--- config.mk ---
export PLATFORM = sky130hd
export DESIGN_NAME = hs_relay_stage
export DESIGN_NICKNAME = d
export VERILOG_FILES = /design/src/rtl/hs_relay_pkg.sv /design/src/rtl/hs_relay_sync.sv /design/src/rtl/hs_relay_widen.sv /design/src/rtl/hs_relay_ctl.sv /design/src/rtl/hs_relay_stage.sv
export SDC_FILE = /design/constraint.sdc
export NUM_CORES = 1
export LEC_CHECK = 0
export ABC_AREA = 1
export BUFFER_PORTS_ARGS = -buffer_cell sky130_fd_sc_hd__clkbuf_2
export CORE_AREA = 2 2 39 41
export CTS_BUF_LIST = sky130_fd_sc_hd__clkbuf_8
export DETAILED_ROUTE_END_ITERATION = 12
export DIE_AREA = 0 0 41 43
export GPL_ROUTABILITY_DRIVEN = 0
export GPL_TIMING_DRIVEN = 0
export HOLD_SLACK_MARGIN = 0.02
export PLACE_DENSITY_LB_ADDON = 0.3
export SYNTH_ARGS = -nofsm -noshare
export SYNTH_HDL_FRONTEND = slang
export SYNTH_SLANG_ARGS = --single-unit
export TNS_END_PERCENT = 50
--- constraint.sdc ---
create_clock -name clk -period 2.7 [get_ports clk]
set_input_delay 0.54 -clock clk [delete_from_list [all_inputs] [get_ports clk]]
set_output_delay 0.54 -clock clk [all_outputs]
set_load 0.01 [all_outputs]
--- src/rtl/hs_relay_pkg.sv ---
// Shared types for the semi-decoupled relay stage.
package hs_relay_pkg;
    // Control phases of the relay controller.
    typedef enum logic [1:0] {
        PH_IDLE   = 2'd0,  // both channels at zero, ready to accept
        PH_OFFER  = 2'd1,  // input acknowledged, output requested
        PH_RETIRE = 2'd2   // output request withdrawn, closing both channels
    } relay_phase_e;
endpackage

--- src/rtl/hs_relay_sync.sv ---
// Registers handshake inputs into the local clock domain.
// Assumes each input is a level that changes at most once per handshake phase.
module hs_relay_sync #(
    parameter int W      = 2,
    parameter int STAGES = 1
) (
    input  logic         clk,
    input  logic         rst_n,
    input  logic [W-1:0] d,
    output logic [W-1:0] q
);
    logic [W-1:0] chain [STAGES];

    for (genvar s = 0; s < STAGES; s++) begin : g_stage
        if (s == 0) begin : g_first
            // First sampling flop takes the port level.
            always_ff @(posedge clk) begin
                if (!rst_n) chain[s] <= '0;
                else        chain[s] <= d;
            end
        end else begin : g_next
            // Further flops extend the chain.
            always_ff @(posedge clk) begin
                if (!rst_n) chain[s] <= '0;
                else        chain[s] <= chain[s-1];
            end
        end
    end

    assign q = chain[STAGES-1];
endmodule

--- src/rtl/hs_relay_widen.sv ---
// Builds the output word from COPIES copies of the captured value.
// Purely combinational; assumes the value is held stable by its producer.
module hs_relay_widen #(
    parameter int IN_W   = 2,
    parameter int COPIES = 2,
    localparam int OUT_W = IN_W * COPIES
) (
    input  logic [IN_W-1:0]  val,
    output logic [OUT_W-1:0] word
);
    for (genvar c = 0; c < COPIES; c++) begin : g_copy
        // Each slice carries one copy of the value.
        assign word[c*IN_W +: IN_W] = val;
    end
endmodule

--- src/rtl/hs_relay_ctl.sv ---
// Semi-decoupled handshake controller. It captures the input value and raises
// the input acknowledge together with the output request. It completes the
// input return-to-zero only after the output acknowledge has been sampled.
// Assumes req_s and ack_s are already registered in this clock domain.
module hs_relay_ctl
    import hs_relay_pkg::*;
#(
    parameter int IN_W = 2
) (
    input  logic            clk,
    input  logic            rst_n,
    input  logic            req_s,
    input  logic            ack_s,
    input  logic [IN_W-1:0] val,
    output logic            in_ack,
    output logic            out_req,
    output logic [IN_W-1:0] held
);
    relay_phase_e phase_q;

    // Phase sequencing, handshake outputs and data capture.
    always_ff @(posedge clk) begin
        if (!rst_n) begin
            phase_q <= PH_IDLE;
            in_ack  <= 1'b0;
            out_req <= 1'b0;
            held    <= '0;
        end else begin
            unique case (phase_q)
                PH_IDLE: begin
                    if (req_s && !ack_s) begin
                        held    <= val;
                        in_ack  <= 1'b1;
                        out_req <= 1'b1;
                        phase_q <= PH_OFFER;
                    end
                end
                PH_OFFER: begin
                    if (ack_s) begin
                        out_req <= 1'b0;
                        phase_q <= PH_RETIRE;
                    end
                end
                PH_RETIRE: begin
                    if (in_ack && !req_s) begin
                        in_ack <= 1'b0;
                    end else if (!in_ack && !ack_s) begin
                        phase_q <= PH_IDLE;
                    end
                end
                default: phase_q <= PH_IDLE;
            endcase
        end
    end

    AST_RISE_TOGETHER: assert property (@(posedge clk) disable iff (!rst_n)
        $rose(in_ack) |-> $rose(out_req));

    AST_DROP_AFTER_ACK: assert property (@(posedge clk) disable iff (!rst_n)
        $fell(out_req) |-> $past(ack_s));

    AST_ACK_AFTER_OUT: assert property (@(posedge clk) disable iff (!rst_n)
        $fell(in_ack) |-> !out_req);

    AST_DATA_HELD: assert property (@(posedge clk) disable iff (!rst_n)
        (phase_q != PH_IDLE && $past(phase_q != PH_IDLE)) |-> $stable(held));

    AST_NO_EARLY_ACCEPT: assert property (@(posedge clk) disable iff (!rst_n)
        $rose(in_ack) |-> ($past(!ack_s) && $past(phase_q == PH_IDLE)));
endmodule

--- src/rtl/hs_relay_stage.sv ---
// Top of the semi-decoupled four-phase relay stage.
// Assumes four-phase return-to-zero neighbours that hold in_val while in_req is
// high and unacknowledged.
module hs_relay_stage #(
    parameter int IN_W        = 2,
    parameter int COPIES      = 2,
    parameter int SYNC_STAGES = 1,
    localparam int OUT_W      = IN_W * COPIES
) (
    input  logic             clk,
    input  logic             rst_n,
    input  logic             in_req,
    input  logic [IN_W-1:0]  in_val,
    output logic             in_ack,
    output logic             out_req,
    input  logic             out_ack,
    output logic [OUT_W-1:0] out_word
);
    logic [1:0]      hs_s;
    logic [IN_W-1:0] held;

    hs_relay_sync #(.W(2), .STAGES(SYNC_STAGES)) u_sync (
        .clk   (clk),
        .rst_n (rst_n),
        .d     ({out_ack, in_req}),
        .q     (hs_s)
    );

    hs_relay_ctl #(.IN_W(IN_W)) u_ctl (
        .clk     (clk),
        .rst_n   (rst_n),
        .req_s   (hs_s[0]),
        .ack_s   (hs_s[1]),
        .val     (in_val),
        .in_ack  (in_ack),
        .out_req (out_req),
        .held    (held)
    );

    hs_relay_widen #(.IN_W(IN_W), .COPIES(COPIES)) u_widen (
        .val  (held),
        .word (out_word)
    );
endmodule

# Word-level counts from Yosys, hierarchy flattened
# Memories as Yosys holds them, arrays and structs flattened.
# Cells that the tools add are included.
word_totals:
  ramBits: 2
  memories: 1
  regBits: 6
  out_inout_bits: 6
  wordCells: 40
  input_bits: 6
mem_list:
  columns: ["memory", "words", "word_bits", "rd", "rd_ports_with_merged_regs", "wr", "line", "text"]
  rows:
  - ["u_sync.chain", 1, 2, 1, 0, 1, "hs_relay_sync.sv:12", "logic [W-1:0] chain [STAGES];"]
classes:
  muxes: 14
  n_reduce_logical: 14
  n_eq_ne: 7
ops:
  columns: ["op", "n"]
  rows:
  - ["2-bit two-way mux", 5]
  - ["1-bit two-way mux", 6]
  - ["2-bit by 1-bit inequality test with 1-bit output (second input constant)", 3]
  - ["2-bit one-hot mux with 3 select lines", 1]
  - ["3-bit AND reduction", 2]
  - ["2-bit inequality test (second input constant)", 2]
  - ["1-bit one-hot mux with 2 select lines", 2]
  - ["4-bit AND reduction", 1]
  - ["2-bit nonzero test", 2]
  - ["1-bit logical AND", 3]
  - ["1-bit logical NOT", 3]
  - ["2-bit by 1-bit == test with 1-bit output (second input constant)", 1]
  - ["2-bit == test (second input constant)", 1]
  - ["2-bit logical NOT", 1]
  - ["2-bit AND reduction", 1]
  - ["2-bit OR reduction", 1]

# Longest topological paths before layout
# Gate-level depths: netlist of the first run.
logic_depth:
  ltp_word: 5
  depth_mapped: 6
  ltp_nobuf: 6

# Cells and area by module
# Synthesis of the first run repeated with hierarchy kept, for this count alone.
hier_totals:
  hier_cells: 45
  hier_area_um2: 355.3
by_module_without_submodules:
  columns: ["module", "area_per_inst_um2", "cells_per_inst", "seq_area_each_um2", "n_inst"]
  rows:
  - ["hs_relay_ctl", 270.3, 35, 120.1, 1]
  - ["hs_relay_sync", 55.1, 6, 40.0, 1]
  - ["hs_relay_widen", 30.0, 4, 0.0, 1]

# Worst setup path before layout of the first run
# Ideal clock, no wire load.
synth_timing:
  path_kind: "register to output"
  start: "register u_ctl.held[0]"
  end: "output port out_word[2]"
  setup_slack_ps: 1654
  arrival_ps: 506
  required_ps: 2160
  stages_incl_launch_ff: 2
  n_path_buf: 1
  path_cell_list: "dfxtp_1 buf_4"
synth_lines:
  columns: ["element", "line", "text"]
  rows:
  - ["from (decl)", "hs_relay_ctl.sv:17", "output logic [IN_W-1:0] held"]
  - ["from (signal assigned)", "hs_relay_ctl.sv:32", "held <= val;"]
  - ["to (decl)", "hs_relay_stage.sv:17", "output logic [OUT_W-1:0] out_word"]
# No word-level cell between the ends.

# Worst setup path in the final report of the first run
layout_timing:
  start: "register u_ctl.held[1]"
  end: "output port out_word[3]"
# No word-level cell between the ends.

==> results.sh, run 1 <==
export IMPL_status="finished clean"
export IMPL_fin_crit_sh=0.4907
export IMPL_clk_pin_slew_ns=0.04
export IMPL_grt_pass1_vias=270
export IMPL_total_power_w=0.0002991
export IMPL_fmax_mhz=754.7
export IMPL_final_setup_tns_ns=0
export IMPL_r2r_end="u_ctl.held[1]"
export IMPL_grt_overflow=0
export IMPL_start_util=0.2224
export IMPL_path_max_fanout=3
export IMPL_cts_tree="built"
export IMPL_worstPathArrival_ns=0.78
export IMPL_fill_cells=161
export IMPL_post_route_min_period_ns=1.325
export IMPL_vdd_drop_max_uv=323.2
export IMPL_place_worst_setup_slack_ns=1.611
export IMPL_finish_utilization=0.3065
export IMPL_yosysTopAreaCell="dfxtp_1"
export IMPL_fin_ws_ns=1.375
export IMPL_p_per_area_nw_per_um2=705.2
export IMPL_path_class="reg2out"
export IMPL_end_kind="output port"
export IMPL_track_usage=0.08543
export IMPL_hold_class="reg2reg"
export IMPL_p_leak_nw=0.2090
export IMPL_h_tree_depth=1
export IMPL_seq_area_um2=160.2
export IMPL_dp_hpwl_um=451.5
export IMPL_drc=0
export IMPL_ant_nets=0
export IMPL_slew_limit_headroom=0.8728
export IMPL_cts_hold_buf=0
export IMPL_synth_nets=44
export IMPL_die_area_um2=1763
export IMPL_die_x_um=41
export IMPL_holdCritStartpoint="u_ctl.held[0]"
export IMPL_area_growth_pct=37.81
export IMPL_grt_first_pass_wirelength_um=1000
export IMPL_ys_seq_area_frac=0.5203
export IMPL_finalMaxSlewViolations=0
export IMPL_crit_path_start="u_ctl.held[1]"
export IMPL_first_pass_iters=3
export IMPL_finClkSkew_ns=0.001281
export IMPL_final_nets=60
export IMPL_hold_viol=0
export IMPL_yosysWarnings=0
export IMPL_num_rows=14
export IMPL_r2r_start="u_ctl.phase_q[0]"
export IMPL_setup_viol=0
export IMPL_whs_path_depth=2
export IMPL_synth_seq_cells=8
export IMPL_grt_max_degree=8
export IMPL_antenna_found_initial=0
export IMPL_synthTopCellsByArea="dfxtp_1 52%, a21oi_1 9.8%, inv_1 8.5%"
export IMPL_yosys_cell_types_count=12
export IMPL_rsz0062_at_grt="no"
export IMPL_yosysTopAreaCellShare=0.5203
export IMPL_required_ns=2.16
export IMPL_multiInputGateArea_um2=106.4
export IMPL_netlist_area_um2=307.8
export IMPL_stdcell_count=68
export IMPL_avgViaCountPerCell=3.971
export IMPL_antenna_cells=0
export IMPL_synthTopCellsByCount="8 x dfxtp_1, 7 x inv_1, 6 x a21oi_1, 5 x nand2_1, 3 x nand3_1"
export IMPL_cap_violations=0
export IMPL_clock_latency_ns=0.22
export IMPL_cts_sinks=8
export IMPL_cts_buffer_depth=2
export IMPL_synth_edf_count=0
export IMPL_vias=270
export IMPL_worstMarginPinSlew_ns=0.1892
export IMPL_r2r_slack_ns=1.72
export IMPL_drt_iter0_markers=5
export IMPL_yosys_cell_count_top_type="dfxtp_1"
export IMPL_wire_per_inst_um=8.412
export IMPL_ios=12
export IMPL_die_y_um=43
export IMPL_whs_endpoint="u_ctl.held[0]"
export IMPL_wl_um=572
export IMPL_drive_above_1_share=0.3462
export IMPL_synth_ff_type="dfxtp_1"
export IMPL_dp_cells=65
export IMPL_avgSynthCellArea_um2=8.100
export IMPL_clockRootBuffer="clkbuf_8"
export IMPL_worstSetupStartpointType="flop"
export IMPL_ctsResizeCount=0
export IMPL_syn_inst=38
export IMPL_async_flop_share=0
export IMPL_io_buffers=11
export IMPL_cts_setup_buffers=0
export IMPL_coreArea_um2=1384
export IMPL_cts_inserted_buffers=3
export IMPL_ff2ff_path_depth=4
[flip-flops by register name, indices dropped and copies added, names as in the netlist]
name and count:
u_sync.chain 2, u_ctl.phase_q 2, u_ctl.out_req 1, u_ctl.in_ack 1, u_ctl.held 2
[layout by cell type, fill, tap and decap left out, drive strengths merged]
master,count
nand3,4
clkbuf,14
o31ai,1
o21ai,3
a21oi,6
inv,7
dfxtp,8
nand2,5
buf,2
nor2,2
[worst max-delay path: stages, from the launching register on]
cell and delay [ns]:
dfxtp_1 0.34, buf_4 0.11, clkbuf_2 0.11
[cell families (layout without fill, tap and decap cells)]
kind of cell	Yosys count	after routing	synth area share
AND/OR/NAND/NOR	11	11	0.1748
flip-flops	8	8	0.5203
AO/OA/AOI/OAI	10	10	0.1707
buffers and inverters	9	23	0.1341
[worst max-delay path by stage]
stage / end / slack, ns / cells past startpoint
global placement: out_word[3] / 1.62 / 2
finish: out_word[3] / 1.38 / 2
CTS: out_word[3] / 1.37 / 2
global route: out_word[3] / 1.33 / 2
detailed placement: out_word[3] / 1.61 / 2
floorplan: out_word[2] / 1.65 / 1
[through the flow]
| stage | hold slack, ns | instance area [µm²] |
|---|---|---|
| global route | 0.4813 | 424.2 |
| floorplan | 0.4709 | 307.8 |
| detailed placement | 0.4534 | 382.9 |
| CTS | 0.4599 | 424.2 |
| finish | 0.4546 | 424.2 |
| global placement | 0.4471 | 382.9 |
[report_power, final]
group,leakage (nW),total [W],internal [W],switching [W]
clock,0.0216,0.000138,0.0000961,0.0000417
combinational,0.122,0.0000303,0.0000146,0.0000157
sequential,0.0658,0.000131,0.000126,0.00000521
[final cells by class]
class                      instances  share of cell area
sequential                         8              0.3776
multi-input combinational         21              0.2507
timing repair buffer              11              0.1298
clock buffer                       3             0.09735
inverter                           7             0.06195
tap                               16             0.04720
buffer                             2             0.03540
[per-layer routing]
metal | global-route usage | up-vias | routed length (µm)
met5 | 0 | - | 0
met4 | 0.08000 | 0 | 0
met3 | 0.01571 | 0 | 15
met2 | 0.1219 | 5 | 277
met1 | 0.1000 | 116 | 279
li1 | - | 149 | -
(Power assumes the default switching activity.)
==> run 2: changes to the inputs <==
ABC_AREA = 0   (was 1)
clock period = 1.2 ns   (was 2.7 ns; I/O delays follow)
==> run 2 against run 1 <==
Non-clock buffer count stayed put. Clock-buffer cell count did not move. Sequential share of layout area is 0.33 points lower. Largest cell class unchanged. Sequential power is 130% higher. Critical path depth stayed put. Via count shrank 2.6%. Die area unchanged. Wire length grew 2.6%.
==> results.sh, run 2 <==
export IMPL_status="finished clean"
export IMPL_switching_share=0.2067
export IMPL_end_kind="flop"
export IMPL_antenna_found_initial=0
export IMPL_setup_viol=0
export IMPL_path_class="reg2reg"
export IMPL_worstSetupStartpointType="flop"
export IMPL_r2r_slack_ns=0.12
export IMPL_grt_overflow=0
export IMPL_p_int_w=0.0005281
export IMPL_synth_edf_count=0
export IMPL_use_met2=0.1031
export IMPL_finClkSkew_ns=0.003328
export IMPL_cts_buffer_depth=2
export IMPL_pwr_share_clk=0.475
export IMPL_final_nets=53
export IMPL_yosysTopAreaCell="dfxtp_1"
export IMPL_rsz0062_at_grt="no"
export IMPL_place_worst_setup_slack_ns=0.1204
export IMPL_worstPathArrival_ns=1.18
export IMPL_path_depth=2
export IMPL_netlist_area_um2=316.6
export IMPL_ant_nets=0
export IMPL_cap_violations=0
export IMPL_coreArea_um2=1384
export IMPL_cts_setup_buffers=0
export IMPL_gr_usage_met3=0.04712
export IMPL_cp_cell_sequence="nor4b_4 > o21ai_0"
export IMPL_synthTopCellsByArea="dfxtp_1 51%, nor4b_4 7.5%, o21ai_0 6.3%"
export IMPL_hold_viol=0
export IMPL_hold_class="in2reg"
export IMPL_num_rows=14
export IMPL_clock_latency_ns=0.23
export IMPL_p_switching_w=0.0001376
export IMPL_clockRootBuffer="clkbuf_8"
export IMPL_async_flop_share=0
export IMPL_mostFrequentLayoutCell="clkbuf_2"
export IMPL_required_ns=1.29
export IMPL_die_area_um2=1763
export IMPL_die_y_um=43
export IMPL_dp_hpwl_um=419.4
export IMPL_antenna_cells=0
export IMPL_sequentialPowerShare=0.443
export IMPL_p_comb_frac=0.082
export IMPL_ios=12
export IMPL_layout_common_cells="10 x clkbuf_2, 8 x dfxtp_1, 4 x o21ai_0"
export IMPL_fmax_mhz=922.9
export IMPL_grt_pass1_vias=238
export IMPL_io_buffers=10
export IMPL_synth_seq_cells=8
export IMPL_setup_worst_path_end="u_ctl.held[1]"
export IMPL_avgViaCountPerCell=4.311
export IMPL_fin_ws_ns=0.1164
export IMPL_syn_inst=32
export IMPL_critPathBufInv=0
export IMPL_final_setup_tns_ns=0
export IMPL_yosysTopAreaCellShare=0.5059
export IMPL_p_per_area_nw_per_um2=1556
export IMPL_yosysWarnings=0
export IMPL_r2r_start="u_ctl.phase_q[0]"
export IMPL_grt_first_pass_wirelength_um=1028
export IMPL_finalMaxSlewViolations=0
export IMPL_yosys_cell_types_count=15
export IMPL_start_util=0.2288
export IMPL_ff2ff_path_depth=2
export IMPL_cts_hold_buf=0
export IMPL_drc=0
export IMPL_avgSynthCellArea_um2=9.892
export IMPL_clk_pin_slew_ns=0.04
export IMPL_cp_slowest_cell="nor4b_4"
export IMPL_first_pass_iters=4
export IMPL_fill_cells=149
export IMPL_grt_max_degree=11
export IMPL_synth_nets=38
export IMPL_path_delay_family="simple AND/OR/NAND/NOR gates"
export IMPL_vdd_drop_max_uv=559.0
export IMPL_h_tree_depth=1
export IMPL_drive_above_1_share=0.3778
export IMPL_cts_sinks=8
export IMPL_cts_inserted_buffers=3
export IMPL_top_regs="u_ctl.held: 2 flops, u_ctl.phase_q: 2 flops, u_sync.chain: 2 flops"
export IMPL_wl_um=587
export IMPL_synth_ff_type="dfxtp_1"
export IMPL_cpPeakStageDelay_ns=0.44
export IMPL_ctsResizeCount=0
export IMPL_holdWs_ns=0.2093
export IMPL_worstMarginPinSlew_ns=0.3803
export IMPL_wire_per_inst_um=9.623
export IMPL_cts_tree="built"
export IMPL_crit_path_start="u_ctl.phase_q[0]"
export IMPL_post_route_min_period_ns=1.084
export IMPL_fin_crit_sh=0.9030
export IMPL_area_growth_pct=35.18
export IMPL_yosys_cell_count_top_type="dfxtp_1"
export IMPL_r2r_end="u_ctl.held[1]"
export IMPL_die_x_um=41
export IMPL_p_leak_nw=0.1831
export IMPL_slew_limit_headroom=0.7454
export IMPL_track_usage=0.09173
export IMPL_drt_iter0_markers=4
export IMPL_gr_usage_met1=0.1303
export IMPL_vias=263
export IMPL_gr_max_usage_layer="met1"
export IMPL_ys_seq_area_frac=0.5059
export IMPL_synthTopCellsByCount="8 x dfxtp_1, 4 x o21ai_0, 3 x and2_1"
export IMPL_path_max_fanout=6
[run 2: cell types whose count changed in the layout (fill, tap and decap cells not counted), sizes merged, moves of 2 or more]
cell   previous run  this run
nor4b             0         2
nand2             5         2
inv               7         2
nand3             4         2
a21oi             6         0
and2              0         3
o21a              0         2
[run 2: cell type report]
class / instances / area [µm²] / area share
sequential: 8 / 160.2 / 0.3743
multi-input combinational: 19 / 128.9 / 0.3012
timing repair buffer: 10 / 50.05 / 0.1170
clock buffer: 3 / 41.29 / 0.09649
buffer: 3 / 20.02 / 0.04678
tap: 16 / 20.02 / 0.04678
inverter: 2 / 7.507 / 0.01754
[run 2: power groups by stage]
stage | clock network [W] | registers [W] | logic (W)
after floorplan | 0 | 0.000300 | 0.0000309
after global placement | 0 | 0.000299 | 0.0000547
after detailed placement | 0 | 0.000299 | 0.0000552
after CTS | 0.000331 | 0.000295 | 0.0000555
after global routing | 0.000352 | 0.000296 | 0.0000614
final | 0.000316 | 0.000295 | 0.0000547
[run 2: logic make-up (layout without fill, tap and decap cells)]
kind of cell,count (synthesis),after routing,share of synthesized area
AND/OR/NAND/NOR,11,11,0.2530
AO/OA/AOI/OAI,8,8,0.1542
flip-flops,8,8,0.5059
buffers and inverters,5,18,0.08694
[run 2: worst min-delay path by stage]
stage	to	start	slack [ns]	cells after the start
finish	u_sync.chain[0][0]	in_req	0.21	2
global route	u_sync.chain[0][0]	in_req	0.21	2
CTS	u_sync.chain[0][0]	in_req	0.21	2
detailed placement	u_sync.chain[0][0]	in_req	0.44	2
global placement	u_sync.chain[0][0]	in_req	0.44	2
floorplan	u_sync.chain[0][0]	in_req	0.36	1
[run 2: stage by stage]
step	util	total power, W	instance area, µm²	std cells
after floorplan	-	0.0003311	316.6	32
after global placement	0.2794	0.0003533	386.6	58
after detailed placement	0.2794	0.0003546	386.6	58
after CTS	0.3092	0.0006810	427.9	61
after global routing	0.3092	0.0007098	427.9	61
final	0.3092	0.0006657	427.9	61
[run 2: layer usage]
layer	wire [µm]	part of all wire
met5	0	0
met4	0	0
met3	31	0.053
met2	271	0.46
met1	284	0.48
[run 2: worst reg2reg max path: stages, from the launching register on]
cell	delay, ns
dfxtp_1	0.36
nor4b_4	0.44
o21ai_0	0.15
==> run 3: changes to the inputs <==
PLACE_DENSITY_LB_ADDON = 0.12   (was 0.3)
==> run 3 against run 2 <==
Flip-flop and latch count unchanged. Global-route usage up 1.6 points. Design area up 2.3%. Largest cell class unchanged.
==> results.sh, run 3 (synthesized netlist as in run 2, its figures left out) <==
export IMPL_status="finished clean"
export IMPL_grt_max_degree=11
export IMPL_r2r_end="u_ctl.in_ack"
export IMPL_cts_sinks=8
export IMPL_finalMaxSlewViolations=0
export IMPL_post_route_min_period_ns=1.089
export IMPL_p_leak_nw=0.1894
export IMPL_hold_class="in2reg"
export IMPL_antenna_cells=0
export IMPL_wire_per_inst_um=10.74
export IMPL_whs_path_depth=2
export IMPL_cap_violations=0
export IMPL_fin_crit_sh=0.9072
export IMPL_coreArea_um2=1384
export IMPL_num_rows=14
export IMPL_start_util=0.2288
export IMPL_r2r_slack_ns=0.11
export IMPL_vdd_drop_max_uv=928.4
export IMPL_slew_limit_headroom=0.7506
export IMPL_layout_common_cells="10 x clkbuf_2, 6 x dfxtp_1"
export IMPL_fill_cells=160
export IMPL_ios=12
export IMPL_clk_pin_slew_ns=0.04
export IMPL_cp_slowest_cell="nor4b_4"
export IMPL_clockRootBuffer="clkbuf_8"
export IMPL_die_area_um2=1763
export IMPL_worstSetupStartpointType="flop"
export IMPL_area_growth_pct=38.34
export IMPL_antenna_found_initial=0
export IMPL_place_worst_setup_slack_ns=0.08341
export IMPL_cts_inserted_buffers=3
export IMPL_mostFrequentLayoutCell="clkbuf_2"
export IMPL_final_nets=54
export IMPL_p_per_area_nw_per_um2=1529
export IMPL_r2r_start="u_sync.chain[0][1]"
export IMPL_worstPathArrival_ns=1.26
export IMPL_whs_endpoint="u_sync.chain[0][0]"
export IMPL_die_y_um=43
export IMPL_drt_iter0_markers=7
export IMPL_grt_first_pass_wirelength_um=1076
export IMPL_avgViaCountPerCell=4.113
export IMPL_setup_viol=0
export IMPL_h_tree_depth=1
export IMPL_fmax_mhz=918.6
export IMPL_cp_cell_sequence="nor4b_4 > buf_4 > o21a_1"
export IMPL_grt_pass1_vias=240
export IMPL_drc=0
export IMPL_track_usage=0.1079
export IMPL_hold_viol=0
export IMPL_drive_above_1_share=0.4348
export IMPL_ant_nets=0
export IMPL_switching_share=0.2070
export IMPL_first_pass_iters=3
export IMPL_holdCritStartpoint="in_req"
export IMPL_die_x_um=41
export IMPL_io_buffers=10
export IMPL_finClkSkew_ns=0.0002516
export IMPL_p_int_w=0.0005310
export IMPL_end_kind="flop"
export IMPL_path_class="reg2reg"
export IMPL_dp_hpwl_um=493.1
export IMPL_ff2ff_path_depth=3
export IMPL_path_max_fanout=6
export IMPL_p_comb_frac=0.087
export IMPL_cpPeakStageDelay_ns=0.42
export IMPL_cts_tree="built"
export IMPL_finish_utilization=0.3165
export IMPL_pwr_share_clk=0.473
export IMPL_vias=255
export IMPL_worstMarginPinSlew_ns=0.3725
export IMPL_cts_buffer_depth=2
export IMPL_wl_um=666
export IMPL_p_switching_w=0.0001386
export IMPL_grt_overflow=0
export IMPL_holdWs_ns=0.2132
export IMPL_fin_ws_ns=0.1114
export IMPL_top_regs="u_ctl.held: 2 flops, u_ctl.phase_q: 2 flops, u_sync.chain: 2 flops"
export IMPL_clock_latency_ns=0.23
export IMPL_required_ns=1.37
export IMPL_sequentialPowerShare=0.441
run 3: changes by cell type in the layout (fill, tap and decap cells not counted), sizes merged:
cell / change
buf: +1
run 3: how the worst max path moves through the flow:
stage / startpoint / end / slack, ns / cells past startpoint
after global routing: u_sync.chain[0][1] / u_ctl.held[1] / -0.0003 / 3
final: u_sync.chain[0][1] / u_ctl.in_ack / 0.11 / 3
after floorplan: u_ctl.phase_q[0] / u_ctl.held[0] / 0.26 / 2
after detailed placement: u_ctl.phase_q[0] / u_ctl.held[0] / 0.08 / 2
after global placement: u_ctl.phase_q[0] / u_ctl.held[1] / 0.14 / 2
after CTS: u_ctl.phase_q[0] / u_ctl.held[0] / 0.07 / 2
run 3: layer usage:
metal / track usage / wire [µm]
met1: 0.09446 / 240
met4: 0.1000 / 8
met2: 0.1500 / 371
met3: 0.07853 / 45
met5: 0 / 0
run 3: layout make-up:
type / count / area (µm²) / area share
clock buffer: 3 / 41.29 / 0.09429
timing repair buffer: 11 / 57.56 / 0.1314
multi-input combinational: 19 / 128.9 / 0.2943
tap: 16 / 20.02 / 0.04571
buffer: 3 / 20.02 / 0.04571
sequential: 8 / 162.7 / 0.3714
inverter: 2 / 7.507 / 0.01714
run 3: power groups by stage:
stage | clock, W | sequential (W) | combinational (W)
5_1_grt | 0.000346 | 0.000297 | 0.0000648
3_5_place_dp | 0 | 0.000299 | 0.0000567
6_report | 0.000317 | 0.000295 | 0.0000579
2_1_floorplan | 0 | 0.000300 | 0.0000309
4_1_cts | 0.000325 | 0.000295 | 0.0000570
3_3_place_gp | 0 | 0.000298 | 0.0000546
run 3: critical path, delay by kind of cell, from the launching register on:
kind | cells | cell delay [ns]
AOI/OAI and AO/OA | 1 | 0.10
DFF | 1 | 0.34
and+or+nand+nor | 1 | 0.42
buffers and inverters | 1 | 0.17
run 3: through the flow:
stage	cell area (µm²)	TNS (ns)	instances	power, W
2_1_floorplan	316.6	0	32	0.0003311
3_3_place_gp	386.6	0	58	0.0003529
3_5_place_dp	386.6	0	58	0.0003558
4_1_cts	427.9	0	61	0.0006769
5_1_grt	437.9	-0.0002783	62	0.0007081
6_report	437.9	0	62	0.0006695
run 3: what timing repair did:
| action | in CTS | in global routing |
|---|---|---|
| setup buffers | 0 | 1 |
| setup endpoints to repair | 0 | 1 |
| gates resized for setup | 0 | 3 |
| hold buffers | 0 | 0 |
